### config.mk
export PLATFORM = sky130hd
export DESIGN_NAME = write_inhibit_gate
export DESIGN_NICKNAME = d
export VERILOG_FILES = /design/src/rtl/wig_pkg.sv /design/src/rtl/wig_holdoff.sv /design/src/rtl/wig_strobe_filter.sv /design/src/rtl/wig_qualify.sv /design/src/rtl/write_inhibit_gate.sv
export SDC_FILE = /design/constraint.sdc
export NUM_CORES = 1
export LEC_CHECK = 0
export BUFFER_PORTS_ARGS = -buffer_cell sky130_fd_sc_hd__buf_2
export CAP_MARGIN = 10
export CORE_MARGIN = 2
export CORE_UTILIZATION = 39
export CTS_BUF_LIST = sky130_fd_sc_hd__clkbuf_8
export CTS_CLUSTER_DIAMETER = 50
export DETAILED_ROUTE_END_ITERATION = 7
export GPL_TIMING_DRIVEN = 0
export PLACE_DENSITY = 0.6
export SLEW_MARGIN = 15
export SYNTH_ARGS = -nofsm -noshare
export SYNTH_HDL_FRONTEND = slang
export SYNTH_SLANG_ARGS = --single-unit
export TNS_END_PERCENT = 20
### constraint.sdc
create_clock -name clk -period 3.5 [get_ports clk]
set_input_delay 0.7 -clock clk [delete_from_list [all_inputs] [get_ports clk]]
set_output_delay 0.7 -clock clk [all_outputs]
set_load 0.05 [all_outputs]
### src/rtl/wig_pkg.sv
package wig_pkg;

  // Next value of a saturating run counter. The counter is cleared when the
  // watched condition is absent, and otherwise climbs until it reaches lim.
  function automatic int unsigned run_next(input int unsigned cur,
                                           input int unsigned lim,
                                           input logic        present);
    if (!present)   return 0;
    if (cur < lim)  return cur + 1;
    return cur;
  endfunction

  // True on the sample at which a run reaches its required length.
  function automatic logic run_complete(input int unsigned cur,
                                        input int unsigned need,
                                        input logic        present);
    return present && (cur == need - 1);
  endfunction

endpackage

### src/rtl/wig_holdoff.sv
module wig_holdoff #(
  parameter int unsigned HOLDOFF_CYCLES = 500000
) (
  input  logic clk,
  input  logic rst_n,
  input  logic supply_ok,
  output logic ready_o
);
  import wig_pkg::*;

  localparam int unsigned CW = $clog2(HOLDOFF_CYCLES + 1);

  logic [CW-1:0] good_cnt;

  always_ff @(posedge clk or negedge rst_n) begin
    if (!rst_n) good_cnt <= '0;
    else        good_cnt <= CW'(run_next(32'(good_cnt), HOLDOFF_CYCLES, supply_ok));
  end

  // Open only while the flag is high and the counter has seen enough prior edges.
  assign ready_o = supply_ok && (32'(good_cnt) == HOLDOFF_CYCLES);

  // a fresh rise always begins closed
  p_rise_closed_r7: assert property (@(posedge clk) disable iff (!rst_n)
    $rose(supply_ok) |-> !ready_o);

  // once open, stays open until the flag drops
  p_open_persists_r6: assert property (@(posedge clk) disable iff (!rst_n)
    ready_o |=> (ready_o || !supply_ok));

endmodule

### src/rtl/wig_strobe_filter.sv
module wig_strobe_filter #(
  parameter int unsigned GLITCH_CYCLES = 4
) (
  input  logic clk,
  input  logic rst_n,
  input  logic cs_n,
  input  logic we_n,
  output logic strobe_low_o,
  output logic accept_evt_o
);
  import wig_pkg::*;

  localparam int unsigned CW = $clog2(GLITCH_CYCLES + 1);

  logic [CW-1:0] low_cnt;

  assign strobe_low_o = !cs_n && !we_n;

  always_ff @(posedge clk or negedge rst_n) begin
    if (!rst_n) low_cnt <= '0;
    else        low_cnt <= CW'(run_next(32'(low_cnt), GLITCH_CYCLES, strobe_low_o));
  end

  // The edge at which the low run reaches its required length: exactly once per run.
  assign accept_evt_o = run_complete(32'(low_cnt), GLITCH_CYCLES, strobe_low_o);

  // one acceptance per low window
  p_accept_once_r2: assert property (@(posedge clk) disable iff (!rst_n)
    accept_evt_o |=> !accept_evt_o);

  generate
    if (GLITCH_CYCLES >= 2) begin : g_multi
      // acceptance needs the strobe low on the previous edge too
      p_accept_after_run_r3: assert property (@(posedge clk) disable iff (!rst_n)
        accept_evt_o |-> $past(strobe_low_o));
    end
  endgenerate

endmodule

### src/rtl/wig_qualify.sv
module wig_qualify (
  input  logic clk,
  input  logic rst_n,
  input  logic accept_evt_i,
  input  logic strobe_low_i,
  input  logic allow_i,
  output logic fire_o,
  output logic hold_o
);
  logic fire_q, hold_q;
  logic start_now, keep_now;

  assign start_now = accept_evt_i && allow_i;
  assign keep_now  = hold_q && strobe_low_i && allow_i;

  always_ff @(posedge clk or negedge rst_n) begin
    if (!rst_n) begin
      fire_q <= 1'b0;
      hold_q <= 1'b0;
    end else begin
      fire_q <= start_now;
      hold_q <= start_now || keep_now;
    end
  end

  assign fire_o = fire_q;
  assign hold_o = hold_q;

  // the start pulse lasts one cycle
  p_fire_single_r2: assert property (@(posedge clk) disable iff (!rst_n)
    fire_q |=> !fire_q);

  // the level comes up with the pulse
  p_fire_with_hold_r4: assert property (@(posedge clk) disable iff (!rst_n)
    fire_q |-> hold_q);

  // a level that has dropped does not return without a new acceptance
  p_no_revive_r9: assert property (@(posedge clk) disable iff (!rst_n)
    (!hold_q && !fire_q) |=> (!hold_q || fire_q));

endmodule

### src/rtl/write_inhibit_gate.sv
module write_inhibit_gate #(
  parameter int unsigned HOLDOFF_CYCLES = 500000,
  parameter int unsigned GLITCH_CYCLES  = 4
) (
  input  logic clk,
  input  logic rst_n,
  input  logic supply_ok,
  input  logic cs_n,
  input  logic we_n,
  input  logic oe_n,
  output logic wr_fire,
  output logic wr_hold
);
  logic supply_ready;
  logic strobe_low;
  logic accept_evt;
  logic gate_open;

  wig_holdoff #(.HOLDOFF_CYCLES(HOLDOFF_CYCLES)) u_holdoff (
    .clk      (clk),
    .rst_n    (rst_n),
    .supply_ok(supply_ok),
    .ready_o  (supply_ready)
  );

  wig_strobe_filter #(.GLITCH_CYCLES(GLITCH_CYCLES)) u_filter (
    .clk         (clk),
    .rst_n       (rst_n),
    .cs_n        (cs_n),
    .we_n        (we_n),
    .strobe_low_o(strobe_low),
    .accept_evt_o(accept_evt)
  );

  // Output enable asserted inhibits the write path outright.
  assign gate_open = supply_ready && oe_n;

  wig_qualify u_qualify (
    .clk         (clk),
    .rst_n       (rst_n),
    .accept_evt_i(accept_evt),
    .strobe_low_i(strobe_low),
    .allow_i     (gate_open),
    .fire_o      (wr_fire),
    .hold_o      (wr_hold)
  );

  // a write level needs supply good and output enable released on the prior edge
  p_inhibits_r8: assert property (@(posedge clk) disable iff (!rst_n)
    wr_hold |-> $past(supply_ok && oe_n));

  // a write level needs both select lines low on the prior edge
  p_both_lines_r10: assert property (@(posedge clk) disable iff (!rst_n)
    wr_hold |-> $past(!cs_n && !we_n));

  // outputs quiet while reset is applied
  p_reset_quiet_r1: assert property (@(posedge clk)
    !rst_n |-> (!wr_fire && !wr_hold));

endmodule

; Word level (Yosys, flattened, before mapping)
; Cells that the tools add are included.
[op_classes]
addsub = 2
n_lt_le_gt_ge = 2
n_eq_ne = 4
muxes = 10
reduce_logical = 10
[op_table]
columns = cell, count
row1 = two-way mux 19 bit, 3
row2 = adder 19 x 1 -> 19 bit (second input constant), 1
row3 = == test 19 bit (second input constant), 1
row4 = less-than comparator 19 bit (second input constant), 1
row5 = two-way mux 3 bit, 3
row6 = logical AND 1 bit, 7
row7 = two-way mux 1 bit, 4
row8 = adder 3 x 1 -> 3 bit (second input constant), 1
row9 = == test 3 x 2 -> 1 bit (second input constant), 1
row10 = less-than comparator 3 bit (second input constant), 1
row11 = zero test 1 bit, 2
row12 = != test 2 x 1 -> 1 bit (second input constant), 1
row13 = != test 2 bit (second input constant), 1
row14 = logical OR 1 bit, 1
[totals]
reg_bits = 24
in_bits = 6
out_inout_bits = 2
word_cells = 32

; Logic depth before layout (Yosys ltp)
[logic_depth]
depth_word = 5
mapped_depth = 7
mapped_depth_nobuf = 5

; Cells and area by module
; A second synthesis with hierarchy kept.
[unflattened]
cells_unflattened = 135
area_unflattened_um2 = 1331.3
[by_module_without_submodules]
columns = mod, instances, cells_per_inst, area_per_inst_um2, seq_area_each_um2
row1 = wig_holdoff, 1, 118, 1116.1, 475.5
row2 = wig_strobe_filter, 1, 11, 141.4, 75.1
row3 = wig_qualify, 1, 5, 67.6, 50.0
row4 = write_inhibit_gate, 1, 1, 6.3, 0.0

; Least setup slack after synthesis
; No wires, ideal clock.
[synth_timing]
path_type = register -> register
start = reg u_holdoff.good_cnt[12]
end = reg u_holdoff.good_cnt[17]
setup_time_ps = 78
arrival_ps = 1677
required_ps = 3422
setup_slack_ps = 1745
path_stages_with_launch = 6
n_path_buf = 1
period_less_slack_ps = 1755
cell_sequence = dfrtp_1 > nor4_4 > a311oi_2 > buf_6 > or4_1 > a21oi_1
[synth_between]
elab_chain_len = 4
elab_cells_between_ends = 8
classes_between = add/sub (1) / order compare (1) / eq/ne (1) / mux (5)
[synth_rtl]
columns = item, line
row1 = "start, declared", wig_holdoff.sv:13  ; logic [CW-1:0] good_cnt;
row2 = "start signal, assigned", wig_holdoff.sv:17  ; else good_cnt <= CW'(run_next(32'(good_cnt), HOLDOFF_CYCLES, supply_ok));
row3 = adder 19 x 1 -> 19 bit / less-than comparator 19 bit (equally long branches), wig_pkg.sv:9  ; if (cur < lim) return cur + 1;
row4 = two-way mux 19 bit / two-way mux 1 bit (equally long branches), wig_pkg.sv:9
row5 = two-way mux 19 bit / two-way mux 1 bit (equally long branches), "wig_pkg.sv:10, wig_pkg.sv:9"
row6 = two-way mux 19 bit / != test 2 x 1 -> 1 bit (equally long branches), -
; Several ways; a longest one is shown, not always the timed one. The select of a mux whose other input is x is not followed.
; A chain may end at the register's enable or synchronous reset.

; Worst setup path after layout
[layout_timing]
start = reg u_holdoff.good_cnt[8]
end = reg u_holdoff.good_cnt[1]
[layout_between]
elab_chain_len = 4
elab_cells_between_ends = 7
classes_between = order compare (1) / eq/ne (1) / mux (5)
[layout_rtl]
columns = item, line
row1 = less-than comparator 19 bit *, wig_pkg.sv:9
row2 = two-way mux 1 bit / two-way mux 19 bit (equally long branches), wig_pkg.sv:9
row3 = two-way mux 1 bit / two-way mux 19 bit (equally long branches), "wig_pkg.sv:9, wig_pkg.sv:10"
row4 = != test 2 x 1 -> 1 bit (no source line) / two-way mux 19 bit (equally long branches), -
; Mark *: on every way between the ends. The rest lies on a longest branch, timed or not. The select of a mux whose other input is x is not followed.

==> run summary <==
Yosys
* **#FFs+latches synth** 24
* **most used standard cell by instance count after synthesis** dfrtp_1
* **fraction of synthesized cell area taken by the top area cell type** 45.1%
* **Post-synth top cells** dfrtp_1 (24), a21oi_1 (14), nand4_1 (10), o31ai_1 (10), or4_1 (10)
* **count of warnings emitted by yosys** 0
* **cell accounting for the most synthesized area** dfrtp_1
* **cells taking the most area after synthesis** dfrtp_1 (45%), o31ai_1 (5.6%), or4_1 (5.6%)
* **async set-reset flop share out of synthesis** 100%
* **synthesized-area fraction occupied by adder cells** 2.82%
* **xor-xnor portion of the synthesized cell area** 1.97%
* **Post-Syn Area** 1330 sq um
* **net count after synthesis** 147
* **fraction of the mapped netlist area in simple logic gates** 26.2%
* **number of enable flip-flop cells after synthesis** 0
* **count of different cell masters after synthesis** 28
* **prevailing post-synth register cell** dfrtp_1
* **Compound-Gate Fraction of Synth Area** 17.7%
* **share of synthesized area spent on multiplexers** 1.50%
* **register area share after synthesis** 45.1%
* **Avg Inst Size Synth** 9.66 sq um
* **Synth Instances** 138
* **dominant combinational cell family by area after synthesis** simple AND/OR/NAND/NOR gates

Critical path
* **crit-path max cell delay** 0.54 ns
* **setup slack of the most critical reg-to-reg path** 1.51 ns
* **CP startpoint** u_holdoff.good_cnt[8]
* **end of the critical path** u_holdoff.good_cnt[1]
* **cell breakdown of the critical path** buf_2, o31ai_1, a311oi_2, buf_6, buf_2, mux2i_1, nor2_1
* **critical path fanouts, max** 10
* **worst endpoint data arrival time** 2.14 ns
* **Req. time, crit path** 3.64 ns
* **depth of the worst register-to-register path** 7
* **FF-to-FF End** u_holdoff.good_cnt[1]
* **CP Class** flop to flop
* **critical path capture point type** flop
* **most used cell along the critical path** buf_2
* **category of the worst setup path launch point** flop
* **Reg-to-Reg Start** u_holdoff.good_cnt[8]
* **cell type of the slowest stage on the worst timing path** a311oi_2

Placed design
* **Placer Congestion** 0.827
* **Post-Place Worst Slack** 1.48 ns
* **count of input and output buffers** 7
* **area post-placement** 1430 sq um
* **total half-perimeter wirelength after legalization and detailed placement** 2.19 mm
* **total placed cells including tap cells** 191

Floorplan
* **Die Span Y** 62.5 microns
* **effective utilization at floorplan** 40.2%
* **DIE AREA** 3900 sq um
* **x dimension of the die** 62.5 microns
* **floorplan core area** 3310 sq um
* **IO Pins** 8
* **number of placement rows** 21

Detailed routing
* **top routing layer used** met4
* **wire length reported by the detailed router** 3.03 mm
* **Met3 Routed Length** 54 microns
* **post-route DRC violation count** 0
* **wire length on met1** 1.40 mm
* **Avg WL per Cell** 15.5 microns
* **DRT Pass-1 Iters** 4
* **ANT nets after route** 0
* **met2 wire length** 1.53 mm
* **drt via density** 5.89
* **count of vias placed by the detailed router** 1148
* **first-iteration detailed-routing DRC count** 65

Final layout
* **final layout net count** 159
* **Core Util, Final** 44.7%
* **number of diodes added for antenna fixing** 0
* **post-synthesis to final-layout area growth** 11.1%
* **cell area after layout** 1480 sq um
* **number of fillers in the final layout** 341
* **layout cell share with drive strength beyond 1** 11.4%
* **final non-filler cell total** 195

Timing
* **Final Max Tran Viols** 0
* **unrepaired setup endpoints after global routing** false
* **maximum clock frequency** 501 MHz
* **Final Hold Viols** 0
* **pin slew with the least headroom to its limit** 0.539 ns
* **final period demand of the worst path** 1.99 ns
* **headroom to the max-slew limit** 64.1%
* **Sum Neg Setup Slack** 0 ns
* **final setup fails** 0
* **final setup slack of the worst path** 1.51 ns
* **fin crit share** 57.0%
* **final setup skew** 0.00768 ns

Clock tree
* **number of CTS-inserted buffers** 3
* **TritonCTS clock tree** yes
* **htree depth** 1
* **post-cts gate resize count** 0
* **Bufs on Longest Clock Path** 2
* **Clk Tree Root Cell** clkbuf_8
* **clock transition at the register clock pins on the worst setup and hold paths after CTS** 0.09 ns
* **CTS Hold Buffers Added** 0
* **Post-CTS Setup Inserts** 0
* **clock latency on the worst-skew pair** 0.27 ns
* **CTS sink count** 24

Power and ir drop
* **reported leakage power** 0.000576 uW
* **worst IR drop on VDD** 0.204 mV
* **Power per Cell Area** 341 nW/um^2

Status
* **result of the run** completed

GRT
* **gr ovfl total** 0
* **pin count of the biggest net entering global routing** 25
* **number of antenna violations at the first check in global routing** 0
* **first-pass GRT wire length** 5.49 mm
* **global-route total usage across every layer** 17.4%
* **via count of the first global-routing pass** 1172

Worst hold path
* **HP Class** input pin to asynchronous set/reset pin

Job
* **maximum capacitance violations** 0

-- routing by layer --
layer | GRT usage [%] | vias up
met5 | 0 | -
met2 | 31.6 | 14
met3 | 2.16 | 5
met4 | 5.83 | 0
met1 | 21.2 | 575
li1 | - | 554
-- worst min path at each step --
stage | from | to | cells after the start
after floorplan | rst_n | u_filter.low_cnt[0] | 0
after CTS | rst_n | u_filter.low_cnt[0] | 1
after global placement | u_qualify.hold_o | u_qualify.hold_o | 2
after global routing | rst_n | u_filter.low_cnt[0] | 1
final | rst_n | u_filter.low_cnt[0] | 1
after detailed placement | u_holdoff.good_cnt[18] | u_holdoff.good_cnt[18] | 1
-- metrics by stage --
stage	hold WS (ns)	power, uW
after detailed placement	0.488	320
final	0.401	504
after floorplan	0.404	303
after CTS	0.427	510
after global routing	0.431	530
after global placement	0.477	317
-- cell type report --
| type | count | area (sq um) | area share, % |
|---|---|---|---|
| Multi-Input combinational cell | 100 | 668 | 45.1 |
| Tap cell | 46 | 57.6 | 3.89 |
| Sequential cell | 24 | 601 | 40.6 |
| Buffer | 8 | 41.3 | 2.79 |
| Inverter | 6 | 22.5 | 1.52 |
| Clock buffer | 4 | 55.1 | 3.72 |
| Timing Repair Buffer | 7 | 35.0 | 2.37 |
-- worst max-delay path: cells and delay by family, from the launching register on --
family	cells	cell delay [ns]
multiplexers	1	0.21
AND/OR/NAND/NOR	1	0.05
AO/OA/AOI/OAI	2	0.65
flip-flops	1	0.32
buffers and inverters	3	0.63
-- flip-flops by register name, indices dropped and copies added (netlist names) --
register	cells
u_holdoff.good_cnt	19
u_filter.low_cnt	3
u_qualify.fire_o	1
u_qualify.hold_o	1
-- placed cells by master (no fill, tap or decap), drive strengths merged --
cell type and n:
nor4b 1, or3 4, a311oi 1, nand3 8
o21ai 4, nand4 10, mux2i 2, nand2 5
o31ai 10, nor4 4, xnor2 2, a21oi 14
xor2 1, dfrtp 24, and3 2, buf 11
o21a 5, ha 3, nor2 6, nor3b 1
or4 10, inv 6, o31a 2, nor3 2
and4 3, clkbuf 8
-- logic make-up after synthesis --
group,after synthesis
and+or+nand+nor,56
AOI/OAI and AO/OA,36
DFF,24
buffers and inverters,14
xor gates and xnor gates,3
adders and majority gates,3
muxes,2
-- power by group --
| group | switching (uW) | leakage, uW | internal [uW] |
|---|---|---|---|
| clock | 91.0 | 0.0000288 | 100 |
| sequential | 3.87 | 0.000332 | 281 |
| combinational | 19.3 | 0.000215 | 8.76 |
| total | 114 | 0.000576 | 390 |
(Power assumes the default switching activity.)
